$ cat src/rtl/tick_reinject_pkg.sv
package tick_reinject_pkg;
  typedef struct packed {
    logic inc;
    logic dec;
    logic clr;
    logic issue;
  } tickStrobes_t;
endpackage

$ cat src/rtl/tick_reinject_ctrl.sv
module tick_reinject_ctrl
  import tick_reinject_pkg::*;
(
  input  logic         clk,
  input  logic         rstN,
  input  logic         expiryStb,
  input  logic         ackStb,
  input  logic         unmaskStb,
  input  logic         reinjectEn,
  input  logic         cntZero,
  output tickStrobes_t strobes,
  output logic         ackedFlag,
  output logic         irqPulse
);
  logic armed;
  logic growReq;

  // An expiry only adds a tick in coalescing mode when the backlog is empty.
  assign growReq = expiryStb && (reinjectEn || cntZero);

  always_comb begin
    strobes.clr   = unmaskStb;
    strobes.inc   = growReq && !unmaskStb;
    // A spurious ack (empty backlog) only cancels a same-cycle increment.
    strobes.dec   = ackStb && !unmaskStb && (!cntZero || growReq);
    strobes.issue = !cntZero && armed && !unmaskStb;
  end

  always_ff @(posedge clk) begin
    if (!rstN) begin
      armed    <= 1'b1;
      irqPulse <= 1'b0;
    end else begin
      irqPulse <= strobes.issue;
      if (ackStb || unmaskStb)
        armed <= 1'b1;
      else if (strobes.issue)
        armed <= 1'b0;
    end
  end

  assign ackedFlag = armed;
endmodule

$ cat src/rtl/tick_reinject_dp.sv
module tick_reinject_dp
  import tick_reinject_pkg::*;
#(
  parameter int CNT_W = 8
) (
  input  logic             clk,
  input  logic             rstN,
  input  tickStrobes_t     strobes,
  output logic [CNT_W-1:0] pendCnt,
  output logic             cntZero
);
  localparam logic [CNT_W-1:0] CNT_MAX = {CNT_W{1'b1}};
  localparam logic [CNT_W-1:0] CNT_ONE = {{(CNT_W-1){1'b0}}, 1'b1};

  logic [CNT_W-1:0] cntQ;
  logic             cntFull;

  assign cntFull = (cntQ == CNT_MAX);
  assign cntZero = (cntQ == '0);

  always_ff @(posedge clk) begin
    if (!rstN || strobes.clr)
      cntQ <= '0;
    else if (strobes.inc && !strobes.dec) begin
      if (!cntFull)
        cntQ <= cntQ + CNT_ONE;
    end else if (strobes.dec && !strobes.inc)
      cntQ <= cntQ - CNT_ONE;
  end

  assign pendCnt = cntQ;
endmodule

$ cat src/rtl/tick_reinject.sv
module tick_reinject
  import tick_reinject_pkg::*;
#(
  parameter int CNT_W = 8
) (
  input  logic clk,
  input  logic rstN,
  input  logic expiryStb,
  input  logic ackStb,
  input  logic unmaskStb,
  input  logic reinjectEn,
  output logic irqPulse
);
  tickStrobes_t     strobes;
  logic [CNT_W-1:0] pendCnt;
  logic             cntZero;
  logic             ackedFlag;

  tick_reinject_ctrl u_ctrl (
    .clk       (clk),
    .rstN      (rstN),
    .expiryStb (expiryStb),
    .ackStb    (ackStb),
    .unmaskStb (unmaskStb),
    .reinjectEn(reinjectEn),
    .cntZero   (cntZero),
    .strobes   (strobes),
    .ackedFlag (ackedFlag),
    .irqPulse  (irqPulse)
  );

  tick_reinject_dp #(.CNT_W(CNT_W)) u_dp (
    .clk    (clk),
    .rstN   (rstN),
    .strobes(strobes),
    .pendCnt(pendCnt),
    .cntZero(cntZero)
  );
endmodule

$ cat config.mk
export PLATFORM = sky130hd
export DESIGN_NAME = tick_reinject
export DESIGN_NICKNAME = d
export VERILOG_FILES = /design/src/rtl/tick_reinject_pkg.sv /design/src/rtl/tick_reinject_ctrl.sv /design/src/rtl/tick_reinject_dp.sv /design/src/rtl/tick_reinject.sv
export SDC_FILE = /design/constraint.sdc
export NUM_CORES = 1
export LEC_CHECK = 0
export ABC_AREA = 1
export BUFFER_PORTS_ARGS = -buffer_cell sky130_fd_sc_hd__buf_2
export CAP_MARGIN = 0
export CORE_MARGIN = 1
export CORE_UTILIZATION = 40
export DETAILED_ROUTE_END_ITERATION = 8
export SLEW_MARGIN = 20
export SYNTH_ARGS = -nofsm -noshare
export SYNTH_HDL_FRONTEND = slang
export SYNTH_SLANG_ARGS = --single-unit
$ cat constraint.sdc
create_clock -name clk -period 2.9 [get_ports clk]
set_input_delay 0.58 -clock clk [delete_from_list [all_inputs] [get_ports clk]]
set_output_delay 0.58 -clock clk [all_outputs]
set_load 0.02 [all_outputs]
## Yosys cells after proc, flatten, opt, wreduce, memory -nomap -nowiden

Cells that the tools add are included.
Widths: inputs -> output; s select.

- Add/sub/neg operators: 2
- Equality and inequality tests: 2
- Multiplexer cells: 3
- Bitwise operators: 1
- Reductions and logical operators: 21

Operator list:

| operator | number |
|---|---|
| $mux 8 | 3 |
| $add 8x1->8 const B | 1 |
| $eq 8x8->1 const B | 1 |
| $logic_and 1x1->1 | 8 |
| $logic_not 8->1 | 1 |
| $sub 8x1->8 const B | 1 |
| $logic_not 1->1 | 5 |
| $logic_or 1x1->1 | 4 |
| $ne 2x2->1 const B | 1 |
| $reduce_and 2->1 | 1 |
| $reduce_bool 2->1 | 1 |
| $reduce_or 2->1 | 1 |
| $not 1->1 | 1 |

- Register bits: 10
- Input bits: 6
- Output and inout bits: 1
- Word-level logic and storage cells: 32

## Logic depth before layout (Yosys ltp)

- Depth in word-level cells: 9
- Gate-level depth with buffers: 16
- Depth with buffers taken out: 16

## Cells and area by module

From an unflattened synthesis, not the netlist that was laid out.

- Cell total of the unflattened synthesis: 132
- Area total of the unflattened synthesis: 805.8 um^2

Modules (own cells, without submodules):

| module | instances | cells an instance | area an instance (um^2) | seq. area each (um^2) |
|---|---|---|---|---|
| tick_reinject_dp | 1 | 114 | 695.7 | 160.2 |
| tick_reinject_ctrl | 1 | 18 | 110.1 | 40.0 |

## Worst setup path before layout

OpenSTA, ideal clock, no wires.

- Path kind: input -> register
- Start: in expiryStb
- End: reg u_dp.cntQ[7] (netlist: u_dp.pendCnt[7])
- Library setup time: 0.064 ns
- Data arrival time: 2.166 ns
- Required time: 2.836 ns
- Slack: 0.670 ns
- Stages on the path: 13
- Buffers on the path: 0
- Cells stage by stage: inv_1 > nor2_1 > nand3_1 > ha_1 > nand3_1 > nand3_1 > a21oi_1 > inv_1 > nand2_1 > nand2_1 > nor2_1 > nor2_1 > nor2_1

- Longest elaborated chain between the ends: 7
- Elaborated cells on any way between the ends: 12
- Classes of those cells: eq/ne: 1; mux: 1; reduce/logical: 10

RTL lines:

| element | RTL line | RTL |
|---|---|---|
| start: declaration | tick_reinject.sv:8 | `input logic expiryStb,` |
| $logic_and 1x1->1 (*) | tick_reinject_ctrl.sv:19 | `assign growReq = expiryStb && (reinjectEn \|\| cntZero);` |
| $logic_or 1x1->1 | tick_reinject_ctrl.sv:25 | `strobes.dec = ackStb && !unmaskStb && (!cntZero \|\| growReq);` |
| $logic_and 1x1->1 | tick_reinject_ctrl.sv:25 |  |
| $logic_not 1->1 | tick_reinject_dp.sv:24 | `else if (strobes.inc && !strobes.dec) begin` |
| $logic_and 1x1->1 | tick_reinject_dp.sv:24 |  |
| $ne 2x2->1 (no source line) / $reduce_bool 2->1 (equally long branches) | - |  |
| $reduce_and 2->1 (no source line) | - |  |
| end signal: assignment | tick_reinject_dp.sv:26 | `cntQ <= cntQ + CNT_ONE;` |
| end signal: assignment | tick_reinject_dp.sv:28 | `cntQ <= cntQ - CNT_ONE;` |
| end: declaration | tick_reinject_dp.sv:15 | `logic [CNT_W-1:0] cntQ;` |

Mark *: on every way between the ends. The rest lies on a longest branch, timed or not.
A chain may end at the register's enable or synchronous reset.

## Final worst setup path

- Start: reg u_dp.cntQ[0] (netlist: u_dp.pendCnt[0])
- End: reg u_dp.cntQ[7] (netlist: u_dp.pendCnt[7])

- Longest elaborated chain between the ends: 9
- Elaborated cells on any way between the ends: 20
- Classes of those cells: add/sub: 2; eq/ne: 2; mux: 3; reduce/logical: 13

RTL lines:

| element | RTL line | RTL |
|---|---|---|
| $logic_not 8->1 | tick_reinject_dp.sv:19 | `assign cntZero = (cntQ == '0);` |
| $logic_or 1x1->1 | tick_reinject_ctrl.sv:19 |  |
| $logic_and 1x1->1 | tick_reinject_ctrl.sv:19 |  |
| $logic_or 1x1->1 | tick_reinject_ctrl.sv:25 |  |
| $logic_and 1x1->1 | tick_reinject_ctrl.sv:25 |  |
| $logic_not 1->1 | tick_reinject_dp.sv:24 |  |
| $logic_and 1x1->1 | tick_reinject_dp.sv:24 |  |
| $ne 2x2->1 (no source line) / $reduce_bool 2->1 (equally long branches) | - |  |
| $reduce_and 2->1 (no source line) | - |  |

Parallel ways exist; a longest one is shown, timed or not. The select of a mux whose other input is x is not followed.

==> impl_metrics.tcl <==
set metrics [dict create \
    status "complete, no violations" \
    place_congestion 0.836 \
    clockBufferDepth 2 \
    globalRouteTotalUtil 0.147 \
    portion_of_the_clock_cycle_consumed_by_the_worst_path_in_the_final_layout 0.862 \
    num_vias 704 \
    leakagePower_nw 0.402 \
    seqCellArea_um2 200 \
    initial_antenna_violation_count 0 \
    clock_insertion_delay_worst_skew_ns 0.25 \
    via_count_of_the_first_global_routing_pass 535 \
    synth_largest_type_area_fraction 0.267 \
    largest_net_degree_at_the_start_of_global_routing 12 \
    finalClockSkew_ns 0.00188 \
    critical_path_arrival_ns 2.69 \
    max-slew-margin-rel 0.772 \
    worst_ep_required_time_ns 3.09 \
    design.core.area_um2 1750 \
    wl_mm 1.45 \
    die-height_um 45.3 \
    boundaryPins 7 \
    dieWidth_um 45.3 \
    layout.filler_cells 189 \
    max_slew.worst_pin.slew_ns 0.342 \
    end_kind "flop" \
    cts_tree "yes" \
    synth_enable_flop_cells 0 \
    ys_warn_count 0 \
    synthesis.area_per_instance_um2 6.82 \
    cts_max_level 1 \
    synth-seq-area-share 0.267 \
    final_hold_viol_count 0 \
    cts_resized 0 \
    p_per_area_nw_per_um2 470 \
    die_area_um2 2050 \
    tns_ns 0 \
    area_growth_pct 9.67 \
    f_max_mhz 400 \
    numPortBuffers 6 \
    start_util 0.430 \
    ys_top_cells_by_area "dfxtp_1 (27%), nand2_1 (10%), ha_1 (10%)" \
    placed_area_um2 801 \
    worstSetupStartpointType "flop" \
    yosys.cell_types.count 23 \
    post_cts.repair.setup_buffers 0 \
    grt_remaining_overflow 0 \
    worst_path_fanout_max 8 \
    critical_path_class "reg2reg" \
    unrepaired_setup_endpoints_after_global_routing "false" \
    rows 15 \
    via_per_inst 4.92 \
    cell_type_contributing_the_most_total_cell_area_after_synthesis "dfxtp_1" \
    synth-seq-cells 10 \
    maxCapViolCount 0 \
    multi_input_comb_area_um2 490 \
    gate_count_after_technology_mapping 110 \
    routed_wire_length_per_instance_um 10.1 \
    drc 0 \
    count_of_hold_fix_buffers_inserted_at_cts 0 \
    drtPass1Iterations 4 \
    worst_ir_drop_vdd_mv 0.250 \
    finalPower_w 0.000387 \
    detailedRoute.firstIterationViolations 10 \
    finish.instance_area_um2 823 \
    yosysMostFrequentCell "nand2_1" \
    total_nets_after_synthesis 123 \
    timing.final.setup_violations 0 \
    dpl.hpwl_mm 1.17 \
    clk_pin_slew_worst_paths_ns 0.06 \
    grt_pass1_wl_mm 2.16 \
    place_inst 140 \
    post_synth_most_frequent_cells "nand2_1 (21), nor2_1 (15), inv_1 (12)" \
    tritoncts_sinks 10 \
    cts_inserted_buffers 3 \
    drive_above_1_share 0.144 \
    layout.nets 133 \
    final.min_clock_period_ns 2.50 \
    postSynth.asyncResetShare 0 \
    ys.flop_type "dfxtp_1" \
    cts-root-buf "clkbuf_4" \
    ant_nets 0 \
    hold_class "reg2reg" \
    timing.final.max_slew_violations 0 \
    num_antenna_cells 0 \
    mappedNetlistArea_um2 751 \
    final_cell_count_no_fill 143 \
]
==> worst max-delay path, cell delays in order, from the launching register on <==
cell,delay [ns]
dfxtp_1,0.38
nor2_2,0.14
nand2_2,0.07
o21ai_2,0.17
nand3_1,0.29
ha_1,0.46
nand3_1,0.11
nand3_1,0.14
a21oi_1,0.26
inv_1,0.06
nand2_1,0.09
nand2_1,0.06
nor2_1,0.08
nor2_1,0.04
nor2_1,0.09
==> report_power, final <==
group | switching [W] | internal [W]
clock | 0.0000404 | 0.0000475
combinational | 0.0000885 | 0.0000538
sequential | 0.00000956 | 0.000147
==> kinds of logic after synthesis <==
family | Yosys count | share of synthesized area
buffers and inverters | 14 | 0.0800
and+or+nand+nor | 52 | 0.307
DFF | 10 | 0.267
xor gates and xnor gates | 5 | 0.0583
AOI/OAI and AO/OA | 22 | 0.162
adders and majority gates | 7 | 0.127
==> final timing paths <==
| check | start | endpoint | slack (ns) | depth (start not counted) |
|---|---|---|---|---|
| min reg2reg | u_ctrl.ackedFlag | u_ctrl.irqPulse | 0.45 | 2 |
| min | u_ctrl.ackedFlag | u_ctrl.irqPulse | 0.45 | 2 |
| max reg2reg | u_dp.pendCnt[0] | u_dp.pendCnt[7] | 0.40 | 14 |
| max | u_dp.pendCnt[0] | u_dp.pendCnt[7] | 0.40 | 14 |
==> stage by stage <==
| stage | hold WS [ns] | util | setup WS, ns |
|---|---|---|---|
| 2_1_floorplan | 0.419 | - | 0.670 |
| 3_3_place_gp | 0.438 | 0.459 | 0.247 |
| 3_5_place_dp | 0.443 | 0.459 | 0.197 |
| 4_1_cts | 0.453 | 0.472 | 0.373 |
| 5_1_grt | 0.480 | 0.472 | 0.190 |
| 6_report | 0.448 | 0.472 | 0.401 |
==> sequential cells by signal, indices dropped and copies added (netlist names) <==
signal            flops
u_dp.pendCnt          8
u_ctrl.irqPulse       1
u_ctrl.ackedFlag      1
==> cells in the final DEF (no fill, tap or decap), drive strengths merged <==
cell type / count
a21boi: 1
ha: 6
nand2: 24
nor3: 1
nand4: 3
o21bai: 1
buf: 6
xnor2: 2
nor2: 17
o21ai: 9
xor2: 3
a21oi: 9
dfxtp: 10
nand3: 7
fa: 1
clkbuf: 3
a31oi: 2
inv: 13
==> cell type report <==
cell class | instances | share of cell area
sequential | 10 | 0.243
clock buffer | 3 | 0.0274
inverter | 13 | 0.0593
timing repair buffer | 6 | 0.0365
tap | 25 | 0.0380
multi-input combinational | 86 | 0.596
==> layer usage <==
layer / track usage / wire (µm) / part of all wire
met1: 0.192 / 720 / 0.50
met4: 0.0364 / 27 / 0.019
met5: 0 / 0 / 0
met2: 0.226 / 653 / 0.45
met3: 0.0600 / 48 / 0.033
Power figures use the tool's default switching activity.
